File: src/rtl/sio_pkg.sv
package sio_pkg;
  localparam logic [1:0] ADDR_CTL = 2'd0;
  localparam logic [1:0] ADDR_DAT = 2'd1;
  localparam logic [1:0] ADDR_OPT = 2'd2;

  localparam logic [1:0] MODE_SHIFT = 2'b00;

  // Majority of three line samples.
  function automatic logic vote3(input logic a, input logic b, input logic c);
    return (a & b) | (a & c) | (b & c);
  endfunction

  // Bit index of the stop bit in an async frame (start bit = index 0).
  function automatic logic [3:0] stop_idx(input logic [1:0] m);
    return m[1] ? 4'd10 : 4'd9;
  endfunction

  // True when the async frame carries a ninth data bit.
  function automatic logic has_ninth(input logic [1:0] m);
    return m[1];
  endfunction
endpackage

File: src/rtl/sio_tx.sv
module sio_tx #(
  parameter int OSR = 16
) (
  input  logic       clk,
  input  logic       rst_n,
  input  logic       tick,
  input  logic [1:0] mode,
  input  logic       load,
  input  logic [7:0] din,
  input  logic       tb8,
  output logic       txd,
  output logic       sdat_o,
  output logic       sclk_o,
  output logic       busy,
  output logic       done_evt
);
  import sio_pkg::*;
  localparam int CW = $clog2(OSR);

  logic [CW-1:0] tcnt;
  logic [3:0]    idx;
  logic [9:0]    sh;
  logic          ph;
  logic          is_sync;
  logic [3:0]    last_idx;
  logic          bit_end;

  assign is_sync  = (mode == MODE_SHIFT);
  assign last_idx = stop_idx(mode);
  assign bit_end  = busy && tick && (is_sync ? ph : (tcnt == CW'(OSR - 1)));
  // Shift mode: end of eighth bit. Async: entering the stop bit.
  assign done_evt = bit_end && (is_sync ? (idx == 4'd7) : ((idx + 4'd1) == last_idx));

  always_ff @(posedge clk) begin
    if (!rst_n) begin
      busy   <= 1'b0;
      txd    <= 1'b1;
      sdat_o <= 1'b1;
      sclk_o <= 1'b1;
      tcnt   <= '0;
      idx    <= '0;
      sh     <= '1;
      ph     <= 1'b0;
    end else if (load) begin
      busy <= 1'b1;
      tcnt <= '0;
      idx  <= '0;
      ph   <= 1'b0;
      if (is_sync) begin
        sdat_o <= din[0];
        sclk_o <= 1'b0;
        sh     <= {3'b111, din[7:1]};
      end else begin
        txd <= 1'b0;
        sh  <= has_ninth(mode) ? {1'b1, tb8, din} : {2'b11, din};
      end
    end else if (busy && tick) begin
      if (is_sync) begin
        if (!ph) begin
          ph     <= 1'b1;
          sclk_o <= 1'b1;
        end else begin
          ph <= 1'b0;
          if (idx == 4'd7) begin
            busy   <= 1'b0;
            sdat_o <= 1'b1;
          end else begin
            idx    <= idx + 4'd1;
            sdat_o <= sh[0];
            sh     <= {1'b1, sh[9:1]};
            sclk_o <= 1'b0;
          end
        end
      end else begin
        if (tcnt == CW'(OSR - 1)) begin
          tcnt <= '0;
          if (idx == last_idx) begin
            busy <= 1'b0;
            txd  <= 1'b1;
          end else begin
            idx <= idx + 4'd1;
            txd <= sh[0];
            sh  <= {1'b1, sh[9:1]};
          end
        end else begin
          tcnt <= tcnt + CW'(1);
        end
      end
    end
  end
endmodule

File: src/rtl/sio_rx.sv
module sio_rx #(
  parameter int OSR = 16
) (
  input  logic       clk,
  input  logic       rst_n,
  input  logic       tick,
  input  logic [1:0] mode,
  input  logic       ren,
  input  logic       ri,
  input  logic       sm2,
  input  logic       rxd,
  output logic       sclk_o,
  output logic       stop_bad,
  output logic       accept,
  output logic [7:0] data,
  output logic       rb8_val
);
  import sio_pkg::*;
  localparam int CW  = $clog2(OSR);
  localparam int MID = OSR / 2;

  logic          rx_m, rx_s, rx_d;
  logic          a_act;
  logic [CW-1:0] tcnt;
  logic [3:0]    idx;
  logic          s0, s1;
  logic [8:0]    sh;
  logic          s_act, ph;
  logic [2:0]    sidx;

  logic       is_sync, nine, vote, vote_evt, a_stop_evt, s_done, frame_evt, filt_ok;
  logic [3:0] last_idx;

  assign is_sync    = (mode == MODE_SHIFT);
  assign nine       = has_ninth(mode);
  assign last_idx   = stop_idx(mode);
  assign vote       = vote3(s0, s1, rx_s);
  assign vote_evt   = a_act && tick && (tcnt == CW'(MID + 1));
  assign a_stop_evt = vote_evt && (idx == last_idx);
  assign s_done     = s_act && tick && ph && (sidx == 3'd7);
  assign frame_evt  = a_stop_evt || s_done;
  assign stop_bad   = a_stop_evt && !vote;
  assign rb8_val    = nine ? sh[8] : vote;
  assign data       = is_sync ? {rx_s, sh[8:2]} : (nine ? sh[7:0] : sh[8:1]);
  assign filt_ok    = is_sync || !sm2 || (nine ? sh[8] : vote);
  assign accept     = frame_evt && !ri && filt_ok;

  always_ff @(posedge clk) begin
    if (!rst_n) begin
      rx_m   <= 1'b1;
      rx_s   <= 1'b1;
      rx_d   <= 1'b1;
      a_act  <= 1'b0;
      tcnt   <= '0;
      idx    <= '0;
      s0     <= 1'b1;
      s1     <= 1'b1;
      sh     <= '0;
      s_act  <= 1'b0;
      ph     <= 1'b0;
      sidx   <= '0;
      sclk_o <= 1'b1;
    end else begin
      rx_m <= rxd;
      rx_s <= rx_m;
      rx_d <= rx_s;
      // asynchronous receiver
      if (!a_act) begin
        if (!is_sync && ren && rx_d && !rx_s) begin
          a_act <= 1'b1;
          tcnt  <= '0;
          idx   <= '0;
        end
      end else if (tick) begin
        if (tcnt == CW'(MID - 1)) s0 <= rx_s;
        if (tcnt == CW'(MID))     s1 <= rx_s;
        if (vote_evt) begin
          if (idx == 4'd0) begin
            if (vote) a_act <= 1'b0;
          end else if (idx == last_idx) begin
            a_act <= 1'b0;
          end else begin
            sh <= {vote, sh[8:1]};
          end
        end
        if (tcnt == CW'(OSR - 1)) begin
          tcnt <= '0;
          idx  <= idx + 4'd1;
        end else begin
          tcnt <= tcnt + CW'(1);
        end
      end
      // synchronous shift receiver
      if (!s_act) begin
        sclk_o <= 1'b1;
        if (is_sync && ren && !ri) begin
          s_act  <= 1'b1;
          ph     <= 1'b0;
          sidx   <= '0;
          sclk_o <= 1'b0;
        end
      end else if (tick) begin
        if (!ph) begin
          ph     <= 1'b1;
          sclk_o <= 1'b1;
        end else begin
          ph <= 1'b0;
          sh <= {rx_s, sh[8:1]};
          if (sidx == 3'd7) begin
            s_act  <= 1'b0;
            sclk_o <= 1'b1;
          end else begin
            sidx   <= sidx + 3'd1;
            sclk_o <= 1'b0;
          end
        end
      end
    end
  end
endmodule

File: src/rtl/sio_fe_uart.sv
module sio_fe_uart #(
  parameter int OSR = 16
) (
  input  logic       clk,
  input  logic       rst_n,
  input  logic       baud_tick,
  input  logic [1:0] bus_addr,
  input  logic       bus_wr,
  input  logic [7:0] bus_wdata,
  output logic [7:0] bus_rdata,
  input  logic       rxd,
  output logic       txd,
  output logic       shift_dout,
  output logic       shift_clk,
  output logic       irq
);
  import sio_pkg::*;

  logic       sm0, fe, sm1, sm2, ren, tb8, rb8, ti, ri, fe_view;
  logic [7:0] rbuf;
  logic [1:0] mode;
  logic       ctl_wr, dat_wr, opt_wr;
  logic [7:0] ctl_rd;

  logic       tx_busy, tx_done_evt, tx_sclk, rx_sclk;
  logic       rx_stop_bad, rx_accept, rx_rb8;
  logic [7:0] rx_data;

  assign mode   = {sm0, sm1};
  assign ctl_wr = bus_wr && (bus_addr == ADDR_CTL);
  assign dat_wr = bus_wr && (bus_addr == ADDR_DAT);
  assign opt_wr = bus_wr && (bus_addr == ADDR_OPT);
  assign ctl_rd = {(fe_view ? fe : sm0), sm1, sm2, ren, tb8, rb8, ti, ri};
  assign irq    = ti | ri;
  assign shift_clk = tx_sclk & rx_sclk;

  always_comb begin
    case (bus_addr)
      ADDR_CTL: bus_rdata = ctl_rd;
      ADDR_DAT: bus_rdata = rbuf;
      ADDR_OPT: bus_rdata = {7'd0, fe_view};
      default:  bus_rdata = 8'd0;
    endcase
  end

  sio_tx #(.OSR(OSR)) u_tx (
    .clk(clk), .rst_n(rst_n), .tick(baud_tick), .mode(mode),
    .load(dat_wr), .din(bus_wdata), .tb8(tb8),
    .txd(txd), .sdat_o(shift_dout), .sclk_o(tx_sclk),
    .busy(tx_busy), .done_evt(tx_done_evt)
  );

  sio_rx #(.OSR(OSR)) u_rx (
    .clk(clk), .rst_n(rst_n), .tick(baud_tick), .mode(mode),
    .ren(ren), .ri(ri), .sm2(sm2), .rxd(rxd),
    .sclk_o(rx_sclk), .stop_bad(rx_stop_bad), .accept(rx_accept),
    .data(rx_data), .rb8_val(rx_rb8)
  );

  // Software writes first; hardware events below take precedence.
  always_ff @(posedge clk) begin
    if (!rst_n) begin
      {sm0, fe, sm1, sm2, ren, tb8, rb8, ti, ri, fe_view} <= '0;
      rbuf <= '0;
    end else begin
      if (ctl_wr) begin
        if (fe_view) fe <= bus_wdata[7];
        else         sm0 <= bus_wdata[7];
        {sm1, sm2, ren, tb8, rb8, ti, ri} <= bus_wdata[6:0];
      end
      if (opt_wr) fe_view <= bus_wdata[0];
      if (rx_stop_bad) fe <= 1'b1;
      if (tx_done_evt) ti <= 1'b1;
      if (rx_accept) begin
        ri   <= 1'b1;
        rbuf <= rx_data;
        if (mode != MODE_SHIFT) rb8 <= rx_rb8;
      end
    end
  end
endmodule

File: config.mk
export PLATFORM = sky130hd
export DESIGN_NAME = sio_fe_uart
export DESIGN_NICKNAME = d
export VERILOG_FILES = /design/src/rtl/sio_pkg.sv /design/src/rtl/sio_tx.sv /design/src/rtl/sio_rx.sv /design/src/rtl/sio_fe_uart.sv
export SDC_FILE = /design/constraint.sdc
export NUM_CORES = 1
export LEC_CHECK = 0
export BUFFER_PORTS_ARGS = -buffer_cell sky130_fd_sc_hd__buf_2
export CAP_MARGIN = 20
export CORE_ASPECT_RATIO = 0.9
export CORE_MARGIN = 3
export CORE_UTILIZATION = 30
export CTS_CLUSTER_SIZE = 20
export DETAILED_ROUTE_END_ITERATION = 8
export SETUP_SLACK_MARGIN = 0.3
export SLEW_MARGIN = 20
export SYNTH_ARGS = -nofsm -noshare
export SYNTH_HDL_FRONTEND = slang
export SYNTH_HIERARCHICAL = 1
export SYNTH_SLANG_ARGS = --single-unit
File: constraint.sdc
create_clock -name clk -period 1.9 [get_ports clk]
set_input_delay 0.38 -clock clk [delete_from_list [all_inputs] [get_ports clk]]
set_output_delay 0.38 -clock clk [all_outputs]
set_load 0.02 [all_outputs]
==> metrics.txt, run 1 <==
Critical Path End Type register; drt drc 0; worst hold slack 231 ps; die width 124 µm; largest net degree at the start of global routing 27; Clock Sinks 69; post-place setup slack 44.3 ps; Buf/Inv on CP 1; placed instance area 0.00429 mm²; period utilization 99.5%; synth warn 6; ant diodes 0; DR pass1 iterations 4; Async SR Flop Fraction 0%; Total Routing Usage GR 14.9%; worst-path fanout max 5; CTS tree built; Crit path depth 7; Routed wire per std cell 15.0 µm; clk slew on worst S/H paths 60 ps; maxcap violations 0; initial core utilization 30.9%; cts bufs inserted 9; Clock Latency Late Sink 340 ps; # nets final 536; vias in the first global route 3375; Crit path max-delay family simple AND/OR/NAND/NOR gates; hold_buf cts 0; unrepaired setup endpoints after global routing true; Worst path slowest cell dfxtp_4; DP Wirelength 6830 µm; DR vias 3450; CP cell instances ha_4 > and3b_2 > o21ai_4 > nor3b_4 > buf_6 > mux2i_1 > a21oi_1; Die Area 0.0139 mm²; Rel. slew slack 71.0%; most frequent cells in the layout 61 x nand2_1, 59 x dfxtp_1, 53 x mux2i_1, 45 x buf_4, 39 x nor2_1; Tightest Hold Check Type in -> reg; post-route cell area 0.00518 mm²; clk_skew 6.27 ps; Min-Delay Startpoint rxd; Worst EP required 2110 ps; Worst Setup SP u_tx/idx[1]$_SDFFE_PP0P_; cell internal pwr 2.87 mW; worst vdd rail ir drop 420 µV; clock share of power 52.0%; Final Max Slew Viols 0; Sum Neg Setup Slack 0 ps; root buf cell clkbuf_16; Fillers 1193; area of the mapped netlist 0.00376 mm²; Least-Margin Pin Slew 435 ps; commonest non-fill, non-tap cell in the layout nand2_1; ys flop type dfxtp_1; setup ws final 10.4 ps; P_leak 2.00 nW; min Tclk post-route 1890 ps; Hold Crit Depth 2; Critical Path Max Stage Delay 360 ps; GP Congestion 0.796; setup violators final 0; core area 0.0122 mm²; CP Launch Type register; CTS Buffer Depth 2; io pins 27; utilization after layout 42.5%; Post-synth EDFFs 0; I/O Buffers 26; Cell Pwr Density 708 mW/mm²; first-pass GRT wire length 16600 µm; Congestion Overflow GR 0; fraction of layout cells with a size suffix above 1 31.9%; Via-to-Cell Ratio 5.10; Die Span Y 112 µm; Achievable Freq 529 MHz; row cnt 38; Cells after Synth 433; final WL 10200 µm; register area share after synthesis 36.7%; Hold EP u_rx/rx_m$_SDFF_PN1_; initial antenna violation count 1; CTS H-tree depth 3; Worst R2R Path Depth 7; Reg power frac 40.4%; outcome finished clean; Design Power 3.66 mW; Crit Path Class reg -> reg; drt initial violations 218; placed insts 634; logic gate share of total power 7.6%; Syn Area/Cell 8.69 µm²; Net Sw Frac 21.6%; net switching power figure 791 µW; origin of the critical flop-to-flop path u_tx/idx[1]$_SDFFE_PP0P_; Area growth, synth to finish 37.6%; post-synth net total 457; non-filler instance count after layout 677; Critical Path AT 2100 ps; unique cell type count in the Yosys netlist 69; number of synthesized register bits 69; reg-to-reg setup timing slack 10 ps; antenna-violating nets left 0; reg-to-reg endpoint u_tx/sh[5]$_SDFFE_PN1P_; Final Hold Vio Count 0
==> routing by layer <==
| layer | GRT usage (%) | part of all wire [%] | up-vias | wire [µm] |
|---|---|---|---|---|
| li1 | - | - | 1694 | - |
| met1 | 20.5 | 48 | 1653 | 4850 |
| met2 | 21.9 | 45 | 79 | 4550 |
| met3 | 2.82 | 4.6 | 22 | 469 |
| met4 | 8.39 | 2.7 | 2 | 277 |
| met5 | 0 | 0.13 | - | 13 |
==> Yosys cell counts, drive strengths merged, types with 5 or more instances <==
cell type	n	share of area [%]
dfxtp	69	37
nand2	64	6.4
mux2i	55	15
nor2	43	4.3
o21ai	25	3.7
a21oi	21	3.1
nand3	12	1.6
nor2b	12	2.0
clkbuf	11	1.1
buf	9	1.7
ha	9	3.0
inv	8	0.80
a31oi	7	1.2
nand2b	7	1.2
nand3b	6	1.5
or3	6	1.0
a21boi	5	1.0
and2	5	0.83
==> power by group through the flow <==
stage	sequential [mW]	combinational [mW]	clock, mW
2_1_floorplan	1.51	0.142	0
3_3_place_gp	1.51	0.232	0
3_5_place_dp	1.51	0.238	0
4_1_cts	1.48	0.253	1.95
5_1_grt	1.48	0.302	1.98
6_report	1.48	0.277	1.90
==> state kept, by name (all words and copies together) (netlist names), 3 cells and up <==
name and count:
u_rx/sidx 3, u_rx/sh 9, rbuf 8, u_tx/sh 9, u_rx/idx 4, u_tx/idx 4
u_tx/tcnt 4, u_rx/tcnt 4
==> logic make-up (layout without fill, tap and decap cells) <==
group                    after synthesis  count (layout)  share of synthesized area (%)
buffers and inverters                 30             114                           3.76
XOR/XNOR                               4               4                          0.931
adder cells (fa/ha/maj)               10              10                           3.26
flip-flops                            69              69                           36.7
AO/OA/AOI/OAI                         81              81                           14.7
multiplexers                          57              57                           15.6
AND/OR/NAND/NOR                      182             182                           25.1
==> worst max path at each step <==
stage                                          to  slack [ps]
final                     u_tx/sh[5]$_SDFFE_PN1P_          10
after global routing      u_tx/sh[3]$_SDFFE_PN1P_         -80
after CTS                    rbuf[4]$_SDFFE_PN0P_          50
after detailed placement     rbuf[4]$_SDFFE_PN0P_          40
after global placement            ri$_SDFFE_PN0P_          80
after floorplan              rbuf[0]$_SDFFE_PN0P_          60
==> area by class of cell <==
| cell class | instances | area [µm²] | share of cell area, % |
|---|---|---|---|
| sequential | 69 | 1410 | 27.2 |
| clock buffer | 15 | 320 | 6.19 |
| multi-input combinational | 334 | 2470 | 47.8 |
| timing repair buffer | 88 | 707 | 13.7 |
| tap | 160 | 200 | 3.87 |
| inverter | 10 | 40.0 | 0.773 |
| clock inverter | 1 | 30.0 | 0.580 |
==> what timing repair did <==
item / 4_1_cts / 5_1_grt
buffers inserted: 18 / 7
endpoints found under the setup margin: 43 / 48
cloned: 1 / 1
pin swaps: 17 / 21
resized for setup: 42 / 45
Power figures use the tool's default switching activity.
==> run 2: changes to the inputs <==
==> constraint.sdc (replaced) <==
create_clock -name clk -period 1.9 [get_ports clk]
set_input_delay 0.38 -clock clk [delete_from_list [all_inputs] [get_ports clk]]
set_output_delay 0.38 -clock clk [all_outputs]
set_load 0.1 [all_outputs]
==> metrics.txt, run 2 (synthesis gave the netlist of run 1 again) <==
clk_skew 5.45 ps (-0.821 ps); Tightest Hold Check Type in -> reg; fraction of layout cells with a size suffix above 1 37.3% (+5.4 points); outcome finished, violations left; DR pass1 iterations 5 (+1); placed insts 639 (+0.79%); worst hold slack 238 ps (+7.12 ps); DP Wirelength 6940 µm (+1.5%); CTS H-tree depth 3 (unchanged); non-filler instance count after layout 701 (+3.5%); cts bufs inserted 9 (unchanged); hold_buf cts 0 (unchanged); ant diodes 0 (unchanged); largest net degree at the start of global routing 26 (-3.7%); Worst R2R Path Depth 10 (+3); Cell Pwr Density 645 mW/mm² (-8.8%); Clock Sinks 69 (unchanged); Critical Path AT 2140 ps (+40 ps); final WL 10400 µm (+2.4%); GP Congestion 0.801 (+0.64%); Final Hold Vio Count 0 (unchanged); drt drc 0 (unchanged); setup violators final 1 (+1); P_leak 2.09 nW (+4.8%); most frequent cells in the layout 66 x buf_4, 64 x nand2_1, 55 x dfxtp_1, 49 x mux2i_1, 30 x nor2_1; min Tclk post-route 1900 ps (+10.9 ps); Die Area 0.0139 mm² (unchanged); clk slew on worst S/H paths 60 ps (about the same); CTS Buffer Depth 2 (unchanged); CTS tree built; row cnt 38 (unchanged); Total Routing Usage GR 14.8% (-0.18 points); worst vdd rail ir drop 472 µV (+12%); unrepaired setup endpoints after global routing true; I/O Buffers 26 (unchanged); drt initial violations 205 (-6.0%); Setup crit end fe$_SDFFE_PN0P_; reg-to-reg setup timing slack -0.6 ps (about the same); Crit Path Class reg -> reg; Rel. slew slack 67.2% (-3.8 points); Achievable Freq 526 MHz (-0.57%); antenna-violating nets left 0 (unchanged); Fillers 1130 (-5.3%); maxcap violations 0 (unchanged); reg-to-reg endpoint fe$_SDFFE_PN0P_; io pins 27 (unchanged); setup ws final -0.558 ps (-10.9 ps); Least-Margin Pin Slew 492 ps (+56.4 ps); die width 124 µm (unchanged); Final Max Slew Viols 0 (unchanged); CP Launch Type register; post-place setup slack 55.4 ps (+11.1 ps); period utilization 100% (+0.57 points); origin of the critical flop-to-flop path sm0$_SDFFE_PN0P_; Critical Path End Type register; first-pass GRT wire length 16600 µm (-0.25%); failing checks negative setup slack; initial core utilization 30.9% (unchanged); Worst EP required 2140 ps (+30 ps); Die Span Y 112 µm (unchanged); Via-to-Cell Ratio 5.05 (-0.88%); top flop regs u_rx/sh x9, u_tx/sh x9, rbuf x8; register area 0.00141 mm² (+0.18%); # nets final 560 (+4.5%); root buf cell clkbuf_16; Routed wire per std cell 14.8 µm (-1.1%); multi-input logic area 0.00250 mm² (+1.2%); Area growth, synth to finish 46.1%; worst-path fanout max 4 (-1); Congestion Overflow GR 0 (unchanged); Clock Latency Late Sink 320 ps (-20 ps); vias in the first global route 3310 (-1.9%); core area 0.0122 mm² (unchanged); Worst Setup SP sm0$_SDFFE_PN0P_; DR vias 3541 (+2.6%); initial antenna violation count 0 (-1); commonest non-fill, non-tap cell in the layout buf_4
[run 2: cell types whose count changed in the layout (fill, tap and decap cells not counted), sizes merged]
cell | before | now
buf | 88 | 111
clkbuf | 15 | 11
clkinv | 2 | 5
clkinvlp | 0 | 2
[run 2: worst max-delay path, stage by stage, from the launching register on]
cell	delay, ps
dfxtp_4	360
or3b_4	380
a21oi_4	140
nand3_2	90
buf_4	140
buf_4	120
buf_4	120
buf_4	130
nor2_4	100
a31oi_2	60
a21boi_1	170
[run 2: worst min path at each step]
stage	from	end	cells past startpoint
floorplan	u_rx/rx_m$_SDFF_PN1_	u_rx/rx_s$_SDFF_PN1_	1
global placement	u_rx/rx_m$_SDFF_PN1_	u_rx/rx_s$_SDFF_PN1_	1
detailed placement	u_rx/rx_m$_SDFF_PN1_	u_rx/rx_s$_SDFF_PN1_	1
CTS	rxd	u_rx/rx_m$_SDFF_PN1_	2
global route	rxd	u_rx/rx_m$_SDFF_PN1_	2
finish	rxd	u_rx/rx_m$_SDFF_PN1_	2
[run 2: metal layers]
layer  track usage, %  up-vias  wire (µm)
met5                0        -          0
met4             5.40        0        222
met3             3.17       15        731
met2             22.4      108       4670
met1             20.6     1668       4780
li1                 -     1750          -
[run 2: power breakdown]
| group | switching (mW) | leakage, nW | internal [mW] |
|---|---|---|---|
| Sequential | 0.0169 | 0.566 | 1.47 |
| Clock | 0.633 | 0.149 | 1.09 |
| Combinational | 0.202 | 1.38 | 0.142 |
[run 2: per-stage QoR]
stage / TNS [ps] / utilization [%] / cell area [µm²] / total power, mW
after floorplan: 0 / - / 3890 / 1.70
after global placement: 0 / 37.1 / 4510 / 1.80
after detailed placement: 0 / 37.1 / 4510 / 1.81
after CTS: 0 / 42.2 / 5140 / 3.55
after global routing: -509 / 45.2 / 5500 / 3.67
final: -0.558 / 45.2 / 5500 / 3.55
[run 2: timing repair]
action / 4_1_cts / 5_1_grt
cloned: 0 / 1
endpoints found under the setup margin: 47 / 51
pin swaps: 9 / 15
gates resized for setup: 36 / 46
buffers inserted: 24 / 21
[run 2: final cells by class]
class	count	area share, %
inverter	10	0.683
tap	160	3.64
multi-input combinational	334	45.5
sequential	69	25.6
clock buffer	10	4.55
timing repair buffer	112	18.9
clock inverter	6	1.09
==> run 3: changes to the inputs <==
REMOVE_ABC_BUFFERS = 1   (was unset)
SKIP_LAST_GASP = 1   (was unset)
==> metrics.txt, run 3 (synthesis gave the netlist of run 1 again) <==
outcome finished, violations left; failing checks negative setup slack; reg-to-reg setup timing slack -10 ps (about the same); Final Max Slew Viols 0 (unchanged); period utilization 101% (+1.4 points); cts bufs inserted 9 (unchanged); die width 124 µm (unchanged); clk slew on worst S/H paths 50 ps (about the same); CTS Buffer Depth 2 (unchanged); row cnt 38 (unchanged); most frequent cells in the layout 63 x nand2_1, 57 x dfxtp_1, 50 x mux2i_1, 44 x buf_4, 34 x nor2_1; Fillers 1157 (+2.4%); DR pass1 iterations 4 (-1); largest net degree at the start of global routing 43 (+65%); setup ws final -27.7 ps (-27.2 ps); initial antenna violation count 0 (unchanged); CTS tree built; setup violators final 3 (+2); unrepaired setup endpoints after global routing true; vias in the first global route 3212 (-3.0%); grt met1 use 19.0% (-1.6 points); Critical Path End Type output port; worst-path fanout max 3 (-1); # nets final 532 (-5.0%); maxcap violations 0 (unchanged); I/O Buffers 26 (unchanged); Design Power 3.63 mW (+2.3%); clk_skew 2.76 ps (-2.69 ps); Rel. slew slack 67.4% (+0.14 points); Die Span Y 112 µm (unchanged); GP Congestion 0.808 (+0.95%); fraction of layout cells with a size suffix above 1 31.6% (-5.8 points); Crit Path Class reg -> out; drt drc 0 (unchanged); ant diodes 0 (unchanged); core area 0.0122 mm² (unchanged); antenna-violating nets left 0 (unchanged); Worst EP required 1520 ps (-620 ps); P_leak 1.96 nW (-6.2%); Cell Pwr Density 700 mW/mm² (+8.4%); Critical Path AT 1550 ps (-590 ps); Final Hold Vio Count 0 (unchanged); Hold Crit Depth 2 (unchanged); Hold EP u_rx/rx_m$_SDFF_PN1_; Top Usage Layer GRT met2; root buf cell clkbuf_16; initial core utilization 30.9% (unchanged); drt initial violations 285 (+39%); worst hold slack 242 ps (+4.03 ps); Total Routing Usage GR 13.9% (-0.85 points); Routed wire per std cell 14.2 µm (-4.6%); Clock Latency Late Sink 330 ps (about the same); Via-to-Cell Ratio 5.04 (-0.22%); Clock Sinks 69 (unchanged); CP Launch Type register; routing usage on met3 3.53% (+0.35 points); Worst R2R Path Depth 8 (-2); first-pass GRT wire length 15600 µm (-5.7%); DP Wirelength 6670 µm (-3.9%); DR vias 3392 (-4.2%); commonest non-fill, non-tap cell in the layout nand2_1; io pins 27 (unchanged); min Tclk post-route 1930 ps (+27.2 ps); Min-Delay Startpoint rxd; worst vdd rail ir drop 451 µV (-4.5%); origin of the critical flop-to-flop path sm0$_SDFFE_PN0P_; Achievable Freq 519 MHz (-1.4%); Sum Neg Setup Slack -35.4 ps (-34.8 ps); Area growth, synth to finish 37.9%; top flop regs u_rx/sh x9, u_tx/sh x9, rbuf x8; final WL 9530 µm (-8.4%); CTS H-tree depth 3 (unchanged); GR Util met2 21.5% (-0.90 points); Congestion Overflow GR 0 (unchanged); Least-Margin Pin Slew 493 ps (+1.27 ps); Die Area 0.0139 mm² (unchanged); Tightest Hold Check Type in -> reg; reg-to-reg endpoint u_tx/sh[7]$_SDFFE_PN1P_
-- run 3: how the worst max path moves through the flow --
stage	startpoint	to	slack (ps)	cells past startpoint
2_1_floorplan	bus_addr[0]	bus_rdata[0]	-1070	2
3_3_place_gp	u_tx/idx[0]$_SDFFE_PP0P_	ti$_SDFFE_PN0P_	-20	6
3_5_place_dp	baud_tick	rbuf[1]$_SDFFE_PN0P_	-40	7
4_1_cts	sm0$_SDFFE_PN0P_	bus_rdata[7]	-50	6
5_1_grt	sm0$_SDFFE_PN0P_	u_tx/sh[7]$_SDFFE_PN1P_	-140	8
6_report	sm0$_SDFFE_PN0P_	bus_rdata[7]	-30	6
-- run 3: layout make-up --
class	count	area (µm²)	area share (%)
timing repair buffer	84	800	15.4
clock buffer	10	239	4.60
clock inverter	6	86.3	1.66
sequential	69	1400	27.0
inverter	10	37.5	0.723
tap	160	200	3.86
multi-input combinational	334	2430	46.7
-- run 3: timing repair --
item / 4_1_cts / 5_1_grt
setup endpoints to repair: 46 / 58
hold buffers: 0 / 0
pin swaps: 19 / 16
buffers inserted: 12 / 9
resized for setup: 46 / 36
gates cloned: 0 / 0
-- run 3: power by group --
part	internal [mW]	leakage, nW	switching, mW
clock network	1.18	0.158	0.629
logic	0.141	1.24	0.194
registers	1.47	0.565	0.0159
-- run 3: per-layer routing --
| layer | vias to the layer above | wire length (µm) |
|---|---|---|
| met1 | 1629 | 4520 |
| met2 | 74 | 4430 |
| met3 | 8 | 492 |
| met5 | - | 0 |
| met4 | 0 | 93 |
| li1 | 1681 | - |
-- run 3: through the flow --
stage	cell area, µm²	utilization, %	cells	worst slack, ps
floorplan	3660	-	413	-1070
global placement	4410	36.3	636	-17.5
detailed placement	4410	36.3	636	-42.8
CTS	5010	41.1	664	-47.1
global route	5190	42.6	673	-144
finish	5190	42.6	673	-27.7
-- run 3: critical path: stages (launching register included) --
cell	delay, ps
dfxtp_2	320
buf_6	120
buf_6	110
mux2_4	270
mux2i_2	180
nor2_2	70
buf_12	160
